### src/rtl/tmr_pkg.sv
package tmr_pkg;

    typedef enum logic [1:0] {
        MODE_STOP = 2'd0,
        MODE_UP   = 2'd1,
        MODE_CONT = 2'd2,
        MODE_DOWN = 2'd3
    } cnt_mode_e;

    typedef struct packed {
        logic       ovf_ie;
        logic [2:0] div_sel;
        cnt_mode_e  mode;
    } tmr_ctrl_t;

    typedef struct packed {
        logic out_val;
        logic pwm_en;
        logic irq_en;
    } ch_ctrl_t;

    typedef struct packed {
        logic adv;
        logic wrap;
    } cnt_evt_t;

    localparam int CTRL_BITS = $bits(tmr_ctrl_t);
    localparam int CHC_BITS  = $bits(ch_ctrl_t);
    localparam int SEL_W     = 3;

    localparam int A_CTRL    = 0;
    localparam int A_COUNT   = 1;
    localparam int A_VEC     = 2;
    localparam int A_FLAGS   = 3;
    localparam int A_CH_BASE = 4;

    function automatic int cmp_addr(input int ch);
        return A_CH_BASE + 2 * ch;
    endfunction

    function automatic int cfg_addr(input int ch);
        return A_CH_BASE + 2 * ch + 1;
    endfunction

    // shared source j (0 = channel 1) reports an even code
    function automatic int vec_code(input int src_idx);
        return 2 * (src_idx + 1);
    endfunction

endpackage

### src/rtl/tmr_prescaler.sv
module tmr_prescaler
    import tmr_pkg::*;
#(
    parameter int SW = SEL_W
) (
    input  logic          clk,
    input  logic          rst,
    input  logic          en,
    input  logic [SW-1:0] sel,
    output logic          tick
);
    localparam int PW = (1 << SW) - 1;

    logic [PW-1:0] pcnt;
    logic [PW-1:0] lim;

    assign lim  = PW'((32'd1 << sel) - 32'd1);
    assign tick = en && (pcnt == lim);

    always_ff @(posedge clk) begin
        if (rst || !en)  pcnt <= '0;
        else if (tick)   pcnt <= '0;
        else             pcnt <= pcnt + 1'b1;
    end

    // with a divider above 1, two ticks never come back to back
    assert_div_spacing_R5: assert property (@(posedge clk) disable iff (rst)
        (tick && sel != '0) |=> (!tick || !$stable(sel)));

endmodule

### src/rtl/tmr_counter.sv
module tmr_counter
    import tmr_pkg::*;
#(
    parameter int CW = 16
) (
    input  logic          clk,
    input  logic          rst,
    input  cnt_mode_e     mode,
    input  logic [CW-1:0] period,
    input  logic          tick,
    input  logic          wr_en,
    input  logic [CW-1:0] wr_val,
    output logic [CW-1:0] cnt,
    output logic [CW-1:0] nxt,
    output cnt_evt_t      evt
);
    logic wrap_c;
    logic adv_c;

    always_comb begin
        nxt    = cnt;
        wrap_c = 1'b0;
        unique case (mode)
            MODE_UP: begin
                if (cnt >= period) begin
                    nxt    = '0;
                    wrap_c = 1'b1;
                end else begin
                    nxt = cnt + 1'b1;
                end
            end
            MODE_CONT: begin
                nxt    = cnt + 1'b1;
                wrap_c = (cnt == '1);
            end
            MODE_DOWN: begin
                if (cnt == '0) begin
                    nxt    = period;
                    wrap_c = 1'b1;
                end else begin
                    nxt = cnt - 1'b1;
                end
            end
            default: begin
                nxt    = cnt;
                wrap_c = 1'b0;
            end
        endcase
    end

    assign adv_c    = tick && (mode != MODE_STOP) && !wr_en;
    assign evt.adv  = adv_c;
    assign evt.wrap = adv_c && wrap_c;

    always_ff @(posedge clk) begin
        if (rst)        cnt <= '0;
        else if (wr_en) cnt <= wr_val;
        else if (adv_c) cnt <= nxt;
    end

    assert_up_wrap_R2: assert property (@(posedge clk) disable iff (rst)
        (adv_c && mode == MODE_UP && cnt >= period) |=> (cnt == '0));

    assert_cont_wrap_R3: assert property (@(posedge clk) disable iff (rst)
        (adv_c && mode == MODE_CONT && cnt == '1) |=> (cnt == '0));

    assert_down_reload_R4: assert property (@(posedge clk) disable iff (rst)
        (adv_c && mode == MODE_DOWN && cnt == '0) |=> (cnt == $past(period)));

    assert_stop_hold_R5: assert property (@(posedge clk) disable iff (rst)
        (mode == MODE_STOP && !wr_en) |=> $stable(cnt));

endmodule

### src/rtl/tmr_channel.sv
module tmr_channel
    import tmr_pkg::*;
#(
    parameter int CW = 16
) (
    input  logic          clk,
    input  logic          rst,
    input  logic [CW-1:0] cmp,
    input  ch_ctrl_t      cfg,
    input  cnt_evt_t      evt,
    input  logic [CW-1:0] nxt,
    input  logic          clr,
    output logic          flag,
    output logic          pwm
);
    logic match;

    assign match = evt.adv && (nxt == cmp);

    // a set on the same edge as a clear wins
    always_ff @(posedge clk) begin
        if (rst)        flag <= 1'b0;
        else if (match) flag <= 1'b1;
        else if (clr)   flag <= 1'b0;
    end

    always_ff @(posedge clk) begin
        if (rst)              pwm <= 1'b0;
        else if (!cfg.pwm_en) pwm <= cfg.out_val;
        else if (match)       pwm <= 1'b0;
        else if (evt.wrap)    pwm <= 1'b1;
    end

    assert_match_sets_flag_R10: assert property (@(posedge clk) disable iff (rst)
        match |=> flag);

    assert_pwm_reset_R11: assert property (@(posedge clk) disable iff (rst)
        (cfg.pwm_en && match) |=> !pwm);

    assert_pwm_set_R11: assert property (@(posedge clk) disable iff (rst)
        (cfg.pwm_en && evt.wrap && !match) |=> pwm);

endmodule

### src/rtl/tmr_irq_vector.sv
module tmr_irq_vector
    import tmr_pkg::*;
#(
    parameter int NSRC = 3,
    parameter int CW   = 16
) (
    input  logic            clk,
    input  logic            rst,
    input  logic [NSRC-1:0] src,
    output logic [NSRC-1:0] sel,
    output logic [CW-1:0]   code,
    output logic            irq
);
    always_comb begin
        sel  = '0;
        code = '0;
        irq  = 1'b0;
        for (int j = NSRC - 1; j >= 0; j--) begin
            if (src[j]) begin
                sel    = '0;
                sel[j] = 1'b1;
                code   = CW'(vec_code(j));
                irq    = 1'b1;
            end
        end
    end

    assert_one_reported_R8: assert property (@(posedge clk) disable iff (rst)
        irq |-> ($onehot(sel) && (sel & src) == sel && code != '0));

endmodule

### src/rtl/tmr_ccp_top.sv
module tmr_ccp_top
    import tmr_pkg::*;
#(
    parameter int CW     = 16,
    parameter int NUM_CH = 3,
    parameter int ADDR_W = 4
) (
    input  logic              clk,
    input  logic              rst,
    input  logic [ADDR_W-1:0] bus_addr,
    input  logic              bus_wr,
    input  logic              bus_rd,
    input  logic [CW-1:0]     bus_wdata,
    output logic [CW-1:0]     bus_rdata,
    output logic              irq_ch0,
    output logic              irq_shared,
    output logic [NUM_CH-1:0] pwm_out
);
    localparam int NSRC = NUM_CH;   // channels 1..NUM_CH-1 plus overflow

    tmr_ctrl_t         ctrl_q;
    ch_ctrl_t          cfg_q [NUM_CH];
    logic [CW-1:0]     cmp_q [NUM_CH];
    logic              ovf_q;
    logic [NUM_CH-1:0] flag;
    logic [NUM_CH-1:0] ch_clr;
    logic [CW-1:0]     cnt, nxt, vec_code_w;
    logic [NSRC-1:0]   src, vec_sel;
    cnt_evt_t          evt;
    logic              tick, cnt_wr, flags_wr, vec_rd, ovf_clr;

    assign cnt_wr   = bus_wr && (bus_addr == ADDR_W'(A_COUNT));
    assign flags_wr = bus_wr && (bus_addr == ADDR_W'(A_FLAGS));
    assign vec_rd   = bus_rd && (bus_addr == ADDR_W'(A_VEC));

    always_ff @(posedge clk) begin
        if (rst) begin
            ctrl_q <= '0;
            for (int i = 0; i < NUM_CH; i++) begin
                cfg_q[i] <= '0;
                cmp_q[i] <= '0;
            end
        end else if (bus_wr) begin
            if (bus_addr == ADDR_W'(A_CTRL))
                ctrl_q <= tmr_ctrl_t'(bus_wdata[CTRL_BITS-1:0]);
            for (int i = 0; i < NUM_CH; i++) begin
                if (bus_addr == ADDR_W'(cmp_addr(i))) cmp_q[i] <= bus_wdata;
                if (bus_addr == ADDR_W'(cfg_addr(i)))
                    cfg_q[i] <= ch_ctrl_t'(bus_wdata[CHC_BITS-1:0]);
            end
        end
    end

    tmr_prescaler #(.SW(SEL_W)) u_pre (
        .clk (clk),
        .rst (rst),
        .en  (ctrl_q.mode != MODE_STOP),
        .sel (ctrl_q.div_sel),
        .tick(tick)
    );

    tmr_counter #(.CW(CW)) u_cnt (
        .clk   (clk),
        .rst   (rst),
        .mode  (ctrl_q.mode),
        .period(cmp_q[0]),
        .tick  (tick),
        .wr_en (cnt_wr),
        .wr_val(bus_wdata),
        .cnt   (cnt),
        .nxt   (nxt),
        .evt   (evt)
    );

    assign ch_clr[0] = flags_wr && bus_wdata[0];

    generate
        for (genvar g = 1; g < NUM_CH; g++) begin : g_src
            assign src[g-1]  = flag[g] && cfg_q[g].irq_en;
            assign ch_clr[g] = (flags_wr && bus_wdata[g]) || (vec_rd && vec_sel[g-1]);
        end
        for (genvar g = 0; g < NUM_CH; g++) begin : g_ch
            tmr_channel #(.CW(CW)) u_ch (
                .clk (clk),
                .rst (rst),
                .cmp (cmp_q[g]),
                .cfg (cfg_q[g]),
                .evt (evt),
                .nxt (nxt),
                .clr (ch_clr[g]),
                .flag(flag[g]),
                .pwm (pwm_out[g])
            );
        end
    endgenerate

    assign src[NSRC-1] = ovf_q && ctrl_q.ovf_ie;
    assign ovf_clr     = (flags_wr && bus_wdata[NUM_CH]) || (vec_rd && vec_sel[NSRC-1]);

    always_ff @(posedge clk) begin
        if (rst)           ovf_q <= 1'b0;
        else if (evt.wrap) ovf_q <= 1'b1;
        else if (ovf_clr)  ovf_q <= 1'b0;
    end

    tmr_irq_vector #(.NSRC(NSRC), .CW(CW)) u_vec (
        .clk (clk),
        .rst (rst),
        .src (src),
        .sel (vec_sel),
        .code(vec_code_w),
        .irq (irq_shared)
    );

    assign irq_ch0 = flag[0] && cfg_q[0].irq_en;

    always_comb begin
        bus_rdata = '0;
        if (bus_addr == ADDR_W'(A_CTRL))  bus_rdata = CW'(ctrl_q);
        if (bus_addr == ADDR_W'(A_COUNT)) bus_rdata = cnt;
        if (bus_addr == ADDR_W'(A_VEC))   bus_rdata = vec_code_w;
        if (bus_addr == ADDR_W'(A_FLAGS)) bus_rdata = CW'({ovf_q, flag});
        for (int i = 0; i < NUM_CH; i++) begin
            if (bus_addr == ADDR_W'(cmp_addr(i))) bus_rdata = cmp_q[i];
            if (bus_addr == ADDR_W'(cfg_addr(i))) bus_rdata = CW'(cfg_q[i]);
        end
    end

    assert_wrap_sets_ovf_R2: assert property (@(posedge clk) disable iff (rst)
        evt.wrap |=> ovf_q);

    assert_vec_read_clears_R9: assert property (@(posedge clk) disable iff (rst)
        (vec_rd && vec_sel[NSRC-1] && !evt.wrap) |=> !ovf_q);

    assert_irq0_tracks_flag_R7: assert property (@(posedge clk) disable iff (rst)
        (flags_wr && bus_wdata[0] && !(evt.adv && nxt == cmp_q[0])) |=> !irq_ch0);

endmodule

### config.mk
export PLATFORM = sky130hd
export DESIGN_NAME = tmr_ccp_top
export DESIGN_NICKNAME = d
export VERILOG_FILES = /design/src/rtl/tmr_pkg.sv /design/src/rtl/tmr_prescaler.sv /design/src/rtl/tmr_counter.sv /design/src/rtl/tmr_channel.sv /design/src/rtl/tmr_irq_vector.sv /design/src/rtl/tmr_ccp_top.sv
export SDC_FILE = /design/constraint.sdc
export NUM_CORES = 1
export LEC_CHECK = 0
export BUFFER_PORTS_ARGS = -buffer_cell sky130_fd_sc_hd__buf_2
export CORE_ASPECT_RATIO = 1.4
export CORE_UTILIZATION = 41
export DETAILED_ROUTE_END_ITERATION = 12
export PLACE_DENSITY_LB_ADDON = 0.12
export SKIP_LAST_GASP = 1
export SLEW_MARGIN = 15
export SYNTH_ARGS = -nofsm -noshare
export SYNTH_HDL_FRONTEND = slang
export SYNTH_SLANG_ARGS = --single-unit
### constraint.sdc
create_clock -name clk -period 6.8 [get_ports clk]
set_input_delay 0 -clock clk [delete_from_list [all_inputs] [get_ports clk]]
set_output_delay 0 -clock clk [all_outputs]
set_load 0.01 [all_outputs]
==> metrics.yaml <==
drt:
  wl_um: 28700
  drc: 0
  drtIter0Drc: 811
  antenna_left: 0
  wire_per_inst_um: 24.3
  via_per_inst: 6.47
  num_vias: 7629
  dr.pass1.iters: 5
power_and_ir_drop:
  seqPwrFrac_pct: 45.6
  vdd_drop_max_uv: 118
  swShare_pct: 32.8
  pwr-share-comb_pct: 20.6
  power_frac_clock_pct: 33.8
  p_leak_uw: 0.00300
  p_total_uw: 1470
  intPower_uw: 989
  p_sw_uw: 482
  power.density_nw_per_um2: 178
sta:
  finalSetupTns_ns: 0
  relSlewSlack_pct: 28.4
  skew_ns: 0.0104
  drv_slew: 0
  fin_crit_ns: 4.36
  worst_slack_ns: 2.44
  max_freq_ghz: 0.230
  setup_violations: 0
  fin_crit_sh_pct: 64.1
  rsz0062_at_grt: "no"
  tightest_slew_ns: 1.07
  finalHoldViolCount: 0
yosys:
  syn_nets: 963
  yosysTopAreaCell: "edfxtp_1"
  yosys-top-cells-area: "edfxtp_1 23%, dfxtp_1 9.6%, nor2_1 5.2%"
  synth_adder_area_share_pct: 3.34
  ys_warn_count: 0
  synthFlopType: "edfxtp_1"
  yosys.area_share.simple_pct: 24.5
  synth-xor-area-share_pct: 5.50
  syn_inst: 919
  synth_edf_count: 57
  synth_top_family_by_area: "compound AO/OA/AOI/OAI gates"
  ys_types: 82
  synth_seq_cells: 93
  netlist.area_leader.share_pct: 22.9
  async_flop_share_pct: 0
  synth_compound_area_share_pct: 25.9
  synth.area.mux_share_pct: 2.74
  syn_area_per_cell_um2: 8.15
  seq_area_frac_synth_pct: 32.5
  syn-cell-area_um2: 7490
finish:
  finish.utilization_pct: 46.0
  layout.nets: 978
  drive_gt1_share_pct: 10.6
  layout_common_cells: "103 x nor2_1, 69 x a21oi_1, 64 x nand2_1"
  final_common_cell: "nor2_1"
  syn_to_final_growth_pct: 10.1
  diodes: 0
  final_cell_area_um2: 8240
worst_setup_path:
  r2r_end: "g_ch[1].u_ch.pwm"
  cp-start-kind: "register"
  worstPathArrival_ns: 4.60
  crit_fanout: 15
  reg2reg_setup_slack_ns: 2.44
  critPathCaptureType: "register"
  cp.required_ns: 7.05
  rr_worst_depth: 10
  reg2reg_from: "u_cnt.cnt[5]"
  critPathKind: "register to register"
  crit_end: "g_ch[1].u_ch.pwm"
  critPathLaunch: "u_cnt.cnt[5]"
clock_tree:
  cts_hold_buffers: 16
  cts_tree: "built"
  cts_root_buf: "clkbuf_16"
  cts_num_sinks: 93
  numCtsBuffers: 9
  clockBufferDepth: 2
  cts_resized: 0
  clkTransAtPathRegs_ns: 0.07
  h-tree-depth: 3
  clkLatencyLatePin_ns: 0.35
  post_cts_buffers: 0
placed_design:
  place_area_um2: 7800
  place_congestion: 0.973
  hpwl_um: 21600
  portBuffers: 44
  detailedPlace.worstSlack_ns: 2.50
global_routing:
  grt_pass1_wl_um: 43600
  grt_max_degree: 46
  antenna_found_initial: 0
  grt_usage_pct: 31.4
  grt_overflow_total: 0
  grt_pass1_vias: 7153
floorplan:
  num_rows: 58
  fp.dieArea_um2: 18800
  io_pins: 45
  start_util_pct: 41.8
  fp.dieW_um: 116
  core_um2: 17900
  die_h_um: 162
min_path:
  min_path_type: "primary input to register"
run_status:
  status: "finished clean"
flow_run:
  max_cap_violations: 0
==> flip-flops by register name (all words and copies together), names as in the netlist <==
name / flops
ovf_q: 1
cfg_q: 9
u_pre.pcnt: 7
u_cnt.cnt: 16
cmp_q: 48
ctrl_q: 6
g_ch.u_ch.pwm: 3
g_ch.u_ch.flag: 3
==> metrics by stage <==
stage | hold slack (ns) | instances
CTS | 0.0563 | 1179
global placement | 0.247 | 1147
detailed placement | 0.247 | 1147
finish | 0.0757 | 1179
floorplan | 0.139 | 919
global route | 0.0989 | 1179
==> synthesized netlist by cell type, drive strengths merged (11+ instances only) <==
library cell,number
mux2i,16
ha,20
xnor2,36
edfxtp,57
nor4,20
o21ai,49
buf,20
nor2,104
nand3,38
and2,23
nand2,64
a211oi,27
dfxtp,36
inv,34
nor3,19
clkbuf,46
nand4,14
a21oi,69
nor2b,16
xor2,11
a31oi,14
==> cell families (layout without fill, tap and decap cells) <==
family          after synthesis  count (layout)
simple gates                355             355
compound gates              284             284
buf+inv                     101             121
flops                        93              93
xor+xnor                     47              47
fa+ha+maj                    20              20
mux                          19              19
==> per-layer routing <==
metal	global-route usage, %	wire length [um]
met4	14.3	1330
met1	41.7	11600
met5	0	0
met2	51.1	13700
met3	3.32	2020
==> worst min-delay path by stage <==
stage	start	end	cells after the start
after global routing	bus_rd	ovf_q	4
after CTS	bus_rd	ovf_q	4
final	bus_rd	ovf_q	4
after detailed placement	bus_wdata[14]	u_cnt.cnt[14]	3
after floorplan	bus_wdata[5]	u_cnt.cnt[5]	2
after global placement	bus_wdata[14]	u_cnt.cnt[14]	3
==> critical path, stage by stage (launching register included) <==
cell,delay [ns]
dfxtp_1,0.81
ha_1,0.36
a21oi_1,0.16
o21ai_0,0.12
o2bb2ai_1,0.32
or3_1,0.67
o41a_1,0.49
a2111oi_0,0.54
and4_1,0.31
nand4_1,0.21
a21o_1,0.25
==> area by class of cell <==
class | count | area, um^2
Clock inverter | 7 | 58.8
Timing Repair Buffer | 70 | 455
Sequential cell | 93 | 2430
Clock buffer | 9 | 225
Tap cell | 240 | 300
Multi-Input combinational cell | 725 | 4640
Inverter | 35 | 131
Fill cell | 1822 | 9680
==> power by group through the flow <==
stage	sequential, uW	combinational, uW	clock, uW
after floorplan	656	209	0
after global placement	683	290	0
after detailed placement	682	287	0
after CTS	669	296	502
after global routing	673	325	520
final	671	303	496
Note: power is estimated with default switching activity, not from simulation.
